## config.mk

```make
export PLATFORM = sky130hd
export DESIGN_NAME = icu_nest_top
export DESIGN_NICKNAME = d
export VERILOG_FILES = /design/src/rtl/icu_pkg.sv /design/src/rtl/icu_src_merge.sv /design/src/rtl/icu_prio_sel.sv /design/src/rtl/icu_level_stack.sv /design/src/rtl/icu_nest_top.sv
export SDC_FILE = /design/constraint.sdc
export NUM_CORES = 1
export LEC_CHECK = 0
export ABC_AREA = 1
export BUFFER_PORTS_ARGS = -buffer_cell sky130_fd_sc_hd__buf_2
export CAP_MARGIN = 0
export CORE_UTILIZATION = 48
export CTS_CLUSTER_DIAMETER = 120
export DETAILED_ROUTE_END_ITERATION = 10
export GPL_ROUTABILITY_DRIVEN = 0
export HOLD_SLACK_MARGIN = 0.05
export PLACE_DENSITY_LB_ADDON = 0.1
export SYNTH_ARGS = -nofsm -noshare
export SYNTH_HDL_FRONTEND = slang
export SYNTH_SLANG_ARGS = --single-unit
```

## constraint.sdc

```tcl
create_clock -name clk -period 0.8 [get_ports clk]
set_input_delay 0.12 -clock clk [delete_from_list [all_inputs] [get_ports clk]]
set_output_delay 0.12 -clock clk [all_outputs]
set_load 0.02 [all_outputs]
```

## src/rtl/icu_pkg.sv

```systemverilog
package icu_pkg;

  typedef enum logic [1:0] {
    LVL_NONE = 2'd0,
    LVL_LOW  = 2'd1,
    LVL_HIGH = 2'd2,
    LVL_TOP  = 2'd3
  } lvl_e;

  // Number of sources merged into slot v.
  function automatic int unsigned grp_cnt(input int unsigned v);
    case (v)
      0, 1, 4: return 1;
      3, 5, 6: return 2;
      default: return 3;
    endcase
  endfunction

  // First source index of slot v (also total count when v == number of slots).
  function automatic int unsigned grp_lo(input int unsigned v);
    int unsigned acc;
    acc = 0;
    for (int unsigned i = 0; i < v; i++) acc += grp_cnt(i);
    return acc;
  endfunction

endpackage

```

## src/rtl/icu_src_merge.sv

```systemverilog
module icu_src_merge #(
  parameter int unsigned NUM_VEC = 10,
  localparam int unsigned NUM_SRC = icu_pkg::grp_lo(NUM_VEC)
) (
  input  logic [NUM_SRC-1:0] src_flags,
  output logic [NUM_VEC-1:0] vec_pend
);
  for (genvar v = 0; v < NUM_VEC; v++) begin : g_slot
    localparam int unsigned LO  = icu_pkg::grp_lo(v);
    localparam int unsigned CNT = icu_pkg::grp_cnt(v);
    assign vec_pend[v] = |src_flags[LO +: CNT];
  end
endmodule

```

## src/rtl/icu_prio_sel.sv

```systemverilog
module icu_prio_sel
  import icu_pkg::*;
#(
  parameter int unsigned NUM_VEC   = 10,
  parameter int unsigned TOP_SLOTS = 2,
  localparam int unsigned IDX_W    = $clog2(NUM_VEC)
) (
  input  logic [NUM_VEC-1:0] vec_pend,
  input  logic [NUM_VEC-1:0] lvl_sel,
  output logic [IDX_W-1:0]   win_idx,
  output lvl_e               win_lvl
);
  lvl_e slot_lvl [NUM_VEC];

  for (genvar v = 0; v < NUM_VEC; v++) begin : g_lvl
    localparam lvl_e UPPER = (v < TOP_SLOTS) ? LVL_TOP : LVL_HIGH;
    assign slot_lvl[v] = !vec_pend[v] ? LVL_NONE :
                         (lvl_sel[v] ? UPPER : LVL_LOW);
  end

  // Scan upward and replace only on a strictly higher level: lowest slot wins ties.
  always_comb begin
    win_idx = '0;
    win_lvl = LVL_NONE;
    for (int unsigned v = 0; v < NUM_VEC; v++) begin
      if (slot_lvl[v] > win_lvl) begin
        win_lvl = slot_lvl[v];
        win_idx = IDX_W'(v);
      end
    end
  end
endmodule

```

## src/rtl/icu_level_stack.sv

```systemverilog
module icu_level_stack
  import icu_pkg::*;
#(
  parameter int unsigned DEPTH = 3,
  localparam int unsigned SP_W = $clog2(DEPTH + 1)
) (
  input  logic clk,
  input  logic rst_n,
  input  logic push_en,
  input  lvl_e push_lvl,
  input  logic pop_en,
  output lvl_e cur_lvl
);
  lvl_e            stk_q [DEPTH];
  lvl_e            stk_d [DEPTH];
  logic [SP_W-1:0] sp_q, sp_d;
  lvl_e            cur_q, cur_d;

  always_comb begin
    sp_d  = sp_q;
    cur_d = cur_q;
    for (int unsigned i = 0; i < DEPTH; i++) stk_d[i] = stk_q[i];
    if (pop_en) begin
      if (sp_q != '0) begin
        cur_d = stk_q[sp_q - 1'b1];
        sp_d  = sp_q - 1'b1;
      end else begin
        cur_d = LVL_NONE;
      end
    end else if (push_en) begin
      if (sp_q < SP_W'(DEPTH)) begin
        stk_d[sp_q] = cur_q;
        sp_d        = sp_q + 1'b1;
      end
      cur_d = push_lvl;
    end
  end

  always_ff @(posedge clk or negedge rst_n) begin
    if (!rst_n) begin
      sp_q  <= '0;
      cur_q <= LVL_NONE;
      for (int unsigned i = 0; i < DEPTH; i++) stk_q[i] <= LVL_NONE;
    end else if (push_en || pop_en) begin
      sp_q  <= sp_d;
      cur_q <= cur_d;
      for (int unsigned i = 0; i < DEPTH; i++) stk_q[i] <= stk_d[i];
    end
  end

  assign cur_lvl = cur_q;
endmodule

```

## src/rtl/icu_nest_top.sv

```systemverilog
module icu_nest_top
  import icu_pkg::*;
#(
  parameter int unsigned NUM_VEC     = 10,
  parameter int unsigned TOP_SLOTS   = 2,
  parameter int unsigned STACK_DEPTH = 3,
  parameter int unsigned ADDR_W      = 8,
  parameter int unsigned VEC_BASE    = 3,
  parameter int unsigned VEC_STEP    = 8,
  localparam int unsigned NUM_SRC    = icu_pkg::grp_lo(NUM_VEC),
  localparam int unsigned IDX_W      = $clog2(NUM_VEC)
) (
  input  logic               clk,
  input  logic               rst_n,
  input  logic [NUM_SRC-1:0] src_flags,
  input  logic [NUM_VEC-1:0] lvl_sel,
  input  logic               gie,
  input  logic               reti,
  output logic               irq_ack,
  output logic [ADDR_W-1:0]  irq_vec,
  output logic [1:0]         cur_level
);
  // Reset: asserted asynchronously, released through two flops.
  logic [1:0] rst_sync_q;
  logic       rst_int_n;

  always_ff @(posedge clk or negedge rst_n) begin
    if (!rst_n) rst_sync_q <= 2'b00;
    else        rst_sync_q <= {rst_sync_q[0], 1'b1};
  end
  assign rst_int_n = rst_sync_q[1];

  logic [NUM_VEC-1:0] vec_pend;
  logic [IDX_W-1:0]   win_idx;
  lvl_e               win_lvl;
  lvl_e               svc_lvl;
  logic               accept;
  logic [ADDR_W-1:0]  win_addr;

  icu_src_merge #(.NUM_VEC(NUM_VEC)) u_merge (
    .src_flags (src_flags),
    .vec_pend  (vec_pend)
  );

  icu_prio_sel #(.NUM_VEC(NUM_VEC), .TOP_SLOTS(TOP_SLOTS)) u_sel (
    .vec_pend (vec_pend),
    .lvl_sel  (lvl_sel),
    .win_idx  (win_idx),
    .win_lvl  (win_lvl)
  );

  // Return has precedence over a new acceptance in the same cycle.
  assign accept   = gie && !reti && (win_lvl > svc_lvl);
  assign win_addr = ADDR_W'(VEC_BASE) + ADDR_W'(VEC_STEP) * ADDR_W'(win_idx);

  icu_level_stack #(.DEPTH(STACK_DEPTH)) u_stack (
    .clk      (clk),
    .rst_n    (rst_int_n),
    .push_en  (accept),
    .push_lvl (win_lvl),
    .pop_en   (reti),
    .cur_lvl  (svc_lvl)
  );

  logic              ack_q, ack_d;
  logic [ADDR_W-1:0] vec_q, vec_d;

  always_comb begin
    ack_d = accept;
    vec_d = accept ? win_addr : vec_q;
  end

  always_ff @(posedge clk or negedge rst_int_n) begin
    if (!rst_int_n) begin
      ack_q <= 1'b0;
      vec_q <= '0;
    end else begin
      ack_q <= ack_d;
      if (accept) vec_q <= vec_d;
    end
  end

  assign irq_ack   = ack_q;
  assign irq_vec   = vec_q;
  assign cur_level = svc_lvl;
endmodule

```

==> results of run 1 <==
==> per-stage QoR <==
step                util [%]  std cells  setup TNS, ns  hold WS (ns)  worst slack [ns]
CTS                     96.8        439         -94.30         0.177             -5.91
global placement        75.2        375         -98.35       -0.0941             -6.24
detailed placement      75.2        375        -102.55       -0.0840             -6.49
floorplan                  -        236         -94.03        -0.176             -5.98
==> Yosys cell counts, types with 2 or more instances <==
cell	number	area, sq um
o21bai_1	4	30.0
nand3_2	8	80.1
a21oi_2	2	17.5
o22ai_1	2	12.5
nor2_1	21	78.8
o21a_1	4	30.0
nand2_2	2	12.5
buf_4	3	22.5
ha_1	34	425
nand3_1	3	15.0
o21ai_2	2	17.5
conb_1	2	7.51
dfrtp_1	18	450
nand2_1	41	154
o21ai_0	9	45.0
a21oi_1	5	25.0
or3_1	3	18.8
inv_1	39	146
inv_2	3	11.3
or2_2	2	12.5
nor2_2	3	18.8
o21ai_1	10	50.1
and2_2	3	22.5
==> kinds of logic after synthesis <==
logic type / count (synthesis) / share of synthesized area (%)
XOR/XNOR: 1 / 0.482
other: 2 / 0.413
adder cells (fa/ha/maj): 34 / 23.4
AO/OA/AOI/OAI: 44 / 16.2
AND/OR/NAND/NOR: 89 / 24.0
flip-flops: 18 / 24.8
buffers and inverters: 47 / 10.7
==> what timing repair did <==
item                                    4_1_cts
setup buffers                                66
resized for setup                            62
endpoints found under the setup margin       25
hold buffers                                  1
endpoints found under the hold margin         2
pin swaps                                    56
==> run_results.csv, run 1 <==
group,metric,value,unit
status,status,"did not finish",
status,stop_stage,"global routing (5_1_grt)",
status,error,"[ERROR DPL-0038] Utilization greater than 100%, impossible to legalize",
timing,grt-worst-endpoint,"u_stack.stk_q[2]$_DFFE_PN0P_/D",
synthesis,netlist-cell-type-count,35,
cts,htreeDepth,1,
synthesis,ys.warnings.count,0,
synthesis,seq_area_frac_synth,24.8,%
placement,dp_hpwl,3.50,mm
cts,cts.sinks,18,
synthesis,synth_top_flop_cell,"dfrtp_1",
synthesis,synth_edf_count,0,
cts,cts_root_buf,"clkbuf_8",
floorplanning,start_util,52.4,%
grt,grt_max_degree,11,
cts,clockBufferDepth,2,
placement,io_buffers,43,
cts,numCtsBuffers,3,
placement,placed_cell_area,2610,sq um
synthesis,synth_area,1820,sq um
floorplanning,rows,21,
floorplanning,die_height,63.5,microns
synthesis,ys_ff_latch,18,
synthesis,post_synth.cell_area_avg,7.73,sq um
synthesis,netlist_instances,235,
synthesis,ys_async_sr_fraction,100,%
floorplanning,ios,46,
timing,worst_path_end_type,"sequential cell input",
floorplanning,die_x,63.5,microns
==> inputs of run 2 (changes only) <==
- CORE_UTILIZATION: 48 -> 40
- CTS_CLUSTER_DIAMETER: 120 -> default
- HOLD_SLACK_MARGIN: 0.05 -> default
- PLACE_DENSITY_LB_ADDON: 0.1 -> 0.15
- clock period: 0.8 -> 1.04 ns (I/O delays scaled with it)
==> run_results.csv, run 2 <==
group,metric,value,unit
timing,hold_violations,0,
finish,regMostFlops,"u_stack.stk_q",
job,cap_violations,0,
routing,drt_iter0_markers,50,
timing,rsz0062_at_grt,"yes",
finish,syn_to_final_growth,72.8,%
worst_setup_path,endpoint_kind,"register",
synthesis,synth_top_cell_area_share,24.8,%
cts,numCtsBuffers,3,
synthesis,ys_async_sr_fraction,100,%
floorplanning,ios,46,
floorplanning,start_util,41.7,%
cts,cts_tree,"yes",
timing,hold_slack,0.0919,ns
floorplanning,coreArea,4350,sq um
cts,clk_pin_slew_worst_paths,0.07,ns
synthesis,ys_top_cells_by_count,"nand2_1 (41), inv_1 (39), ha_1 (34), nor2_1 (21), dfrtp_1 (18)",
finish,nFillCells,341,
floorplanning,die_height,69.4,microns
worst_setup_path,crit_type,"in2reg",
worst_setup_path,slowest_delay,0.31,ns
routing,vias_per_cell,4.65,
timing,postLayoutSetupSlackWorst,-5.69,ns
finish,largest_reg_flops,6,
grt,grt_usage,17.0,%
grt,grt_pass1_wl,7.03,mm
finish,drive_above_1_share,59.1,%
synthesis,seq_area_frac_synth,24.8,%
floorplanning,rows,24,
synthesis,synth_top_area_cell,"dfrtp_1",
synthesis,post_synth.cell_area_avg,7.73,sq um
finish,nets,432,
worst_setup_path,reg2reg_depth,8,
finish,diodes,0,
status,violations,"setup timing",
grt,grt_antenna_before_repair,0,
power_and_ir_drop,p_leak,0.00167,uW
grt,overflow,0,
timing,slew_viol_final,0,
worst_setup_path,r2r-end,"irq_vec[1]",
synthesis,synth_top_flop_cell,"dfrtp_1",
synthesis,netlist-cell-type-count,35,
cts,cts.sinks,18,
worst_setup_path,cp_common_cell,"ha_4",
timing,setup_viol,17,
power_and_ir_drop,ir_worst_vdd,0.000768,V
floorplanning,die_area,4820,sq um
placement,placed_cell_area,2600,sq um
placement,io_buffers,43,
worst_setup_path,reg2reg_from,"u_stack.cur_lvl[1]",
synthesis,yosys.cell_count.top_type,"nand2_1",
worst_setup_path,critPathArrivalTime,6.92,ns
cts,clock_latency,0.25,ns
worst_setup_path,slowest_stage,"ha_4",
hold_path,hp-class,"reg2async",
cts,htreeDepth,1,
placement,dp_hpwl,3.17,mm
synthesis,synth_area,1820,sq um
status,status,"finished, violations left",
worst_setup_path,rrSetupSlack,-0.69,ns
routing,ant_nets,0,
synthesis,ys.warnings.count,0,
timing,fin_skew,0.00314,ns
synthesis,ys_ff_latch,18,
timing,period_needed,6.73,ns
routing,drt-total-wl,4.20,mm
worst_setup_path,worstSetupStartpointType,"primary input",
timing,timing.final.crit_share,647,%
cts,cts_root_buf,"clkbuf_8",
grt,grt_pass1_vias,1770,
power_and_ir_drop,total_power,5680,uW
finish,design_area,3140,sq um
floorplanning,die_x,69.4,microns
power_and_ir_drop,p_per_area,1810,nW/um^2
cts,clockBufferDepth,2,
finish,final_common_cell,"buf_4",
routing,vias,1926,
worst_setup_path,crit_fanout,4,
routing,route.detailed.drc,0,
timing,fmax,149,MHz
routing,wl_per_cell,10.2,microns
finish,layout_common_cells,"buf_4 (79), buf_2 (36), inv_1 (26)",
grt,grt_max_degree,12,
routing,first_pass_iters,4,
worst_setup_path,worstPathRequired,1.22,ns
timing,setup_tns,-90.06,ns
synthesis,synth.area.top_cells,"dfrtp_1 (25%), ha_1 (23%), nand2_1 (8.5%)",
synthesis,netlist_instances,235,
synthesis,synth_edf_count,0,
-- run 2: repair_timing --
action / CTS / global route
resized for setup: 17 / 42
setup buffers: 24 / 7
setup endpoints to repair: 17 / 17
endpoints found under the hold margin: 2 / 0
pin swaps: 44 / 42
hold buffers: 1 / 0
-- run 2: how the worst max path moves through the flow --
stage,to,depth (start not counted),startpoint
floorplan,u_stack.sp_q[0],56,src_flags[3]
global placement,u_stack.sp_q[0],56,src_flags[3]
detailed placement,u_stack.sp_q[0],55,src_flags[3]
CTS,u_stack.stk_q[0],55,src_flags[4]
global route,u_stack.sp_q[0],57,src_flags[1]
finish,u_stack.sp_q[1],56,src_flags[1]
-- run 2: where the power goes --
group	switching (uW)	internal (uW)	leakage, uW
registers	173	969	0.000216
logic	1840	2130	0.00143
clock network	234	336	0.0000288
total	2250	3430	0.00167
-- run 2: stage by stage --
step	util (%)	std cells	setup WS (ns)
2_1_floorplan	-	236	-5.78
3_3_place_gp	59.7	379	-6.00
3_5_place_dp	59.7	379	-6.22
4_1_cts	66.8	407	-5.72
5_1_grt	72.1	414	-6.14
6_report	72.1	414	-5.69
-- run 2: logic make-up (layout without fill, tap and decap cells) --
group | Yosys count | after routing | share of synthesized area (%)
and+or+nand+nor | 89 | 89 | 24.0
buffers and inverters | 47 | 173 | 10.7
AOI/OAI and AO/OA | 44 | 44 | 16.2
adders and majority gates | 34 | 34 | 23.4
DFF | 18 | 18 | 24.8
other | 2 | 3 | 0.413
xor gates and xnor gates | 1 | 1 | 0.482
-- run 2: metal layers --
| layer | vias to the layer above | share of wire (%) | GRT usage (%) | routed length [microns] |
|---|---|---|---|---|
| li1 | 1002 | - | - | - |
| met1 | 876 | 41 | 19.9 | 1710 |
| met2 | 40 | 56 | 33.7 | 2340 |
| met3 | 8 | 2.4 | 1.45 | 100 |
| met4 | 0 | 1.4 | 2.72 | 58 |
| met5 | - | 0 | 0 | 0 |
-- run 2: critical path, delay by kind of cell --
| family | cells | cell delay (ns) |
|---|---|---|
| AND/OR/NAND/NOR | 26 | 2.49 |
| adder cells (fa/ha/maj) | 10 | 2.46 |
| AO/OA/AOI/OAI | 10 | 1.28 |
| buffers and inverters | 10 | 0.50 |
-- run 2: layout make-up --
cell class | instances | area [sq um] | share of cell area, %
repair buffers | 126 | 903 | 28.8
well taps | 52 | 65.1 | 2.07
multi-input cells | 171 | 1490 | 47.4
inverters | 43 | 176 | 5.62
clock buffers | 4 | 55.1 | 1.75
flip-flops and latches | 18 | 450 | 14.3
Power figures use the tool's default switching activity.
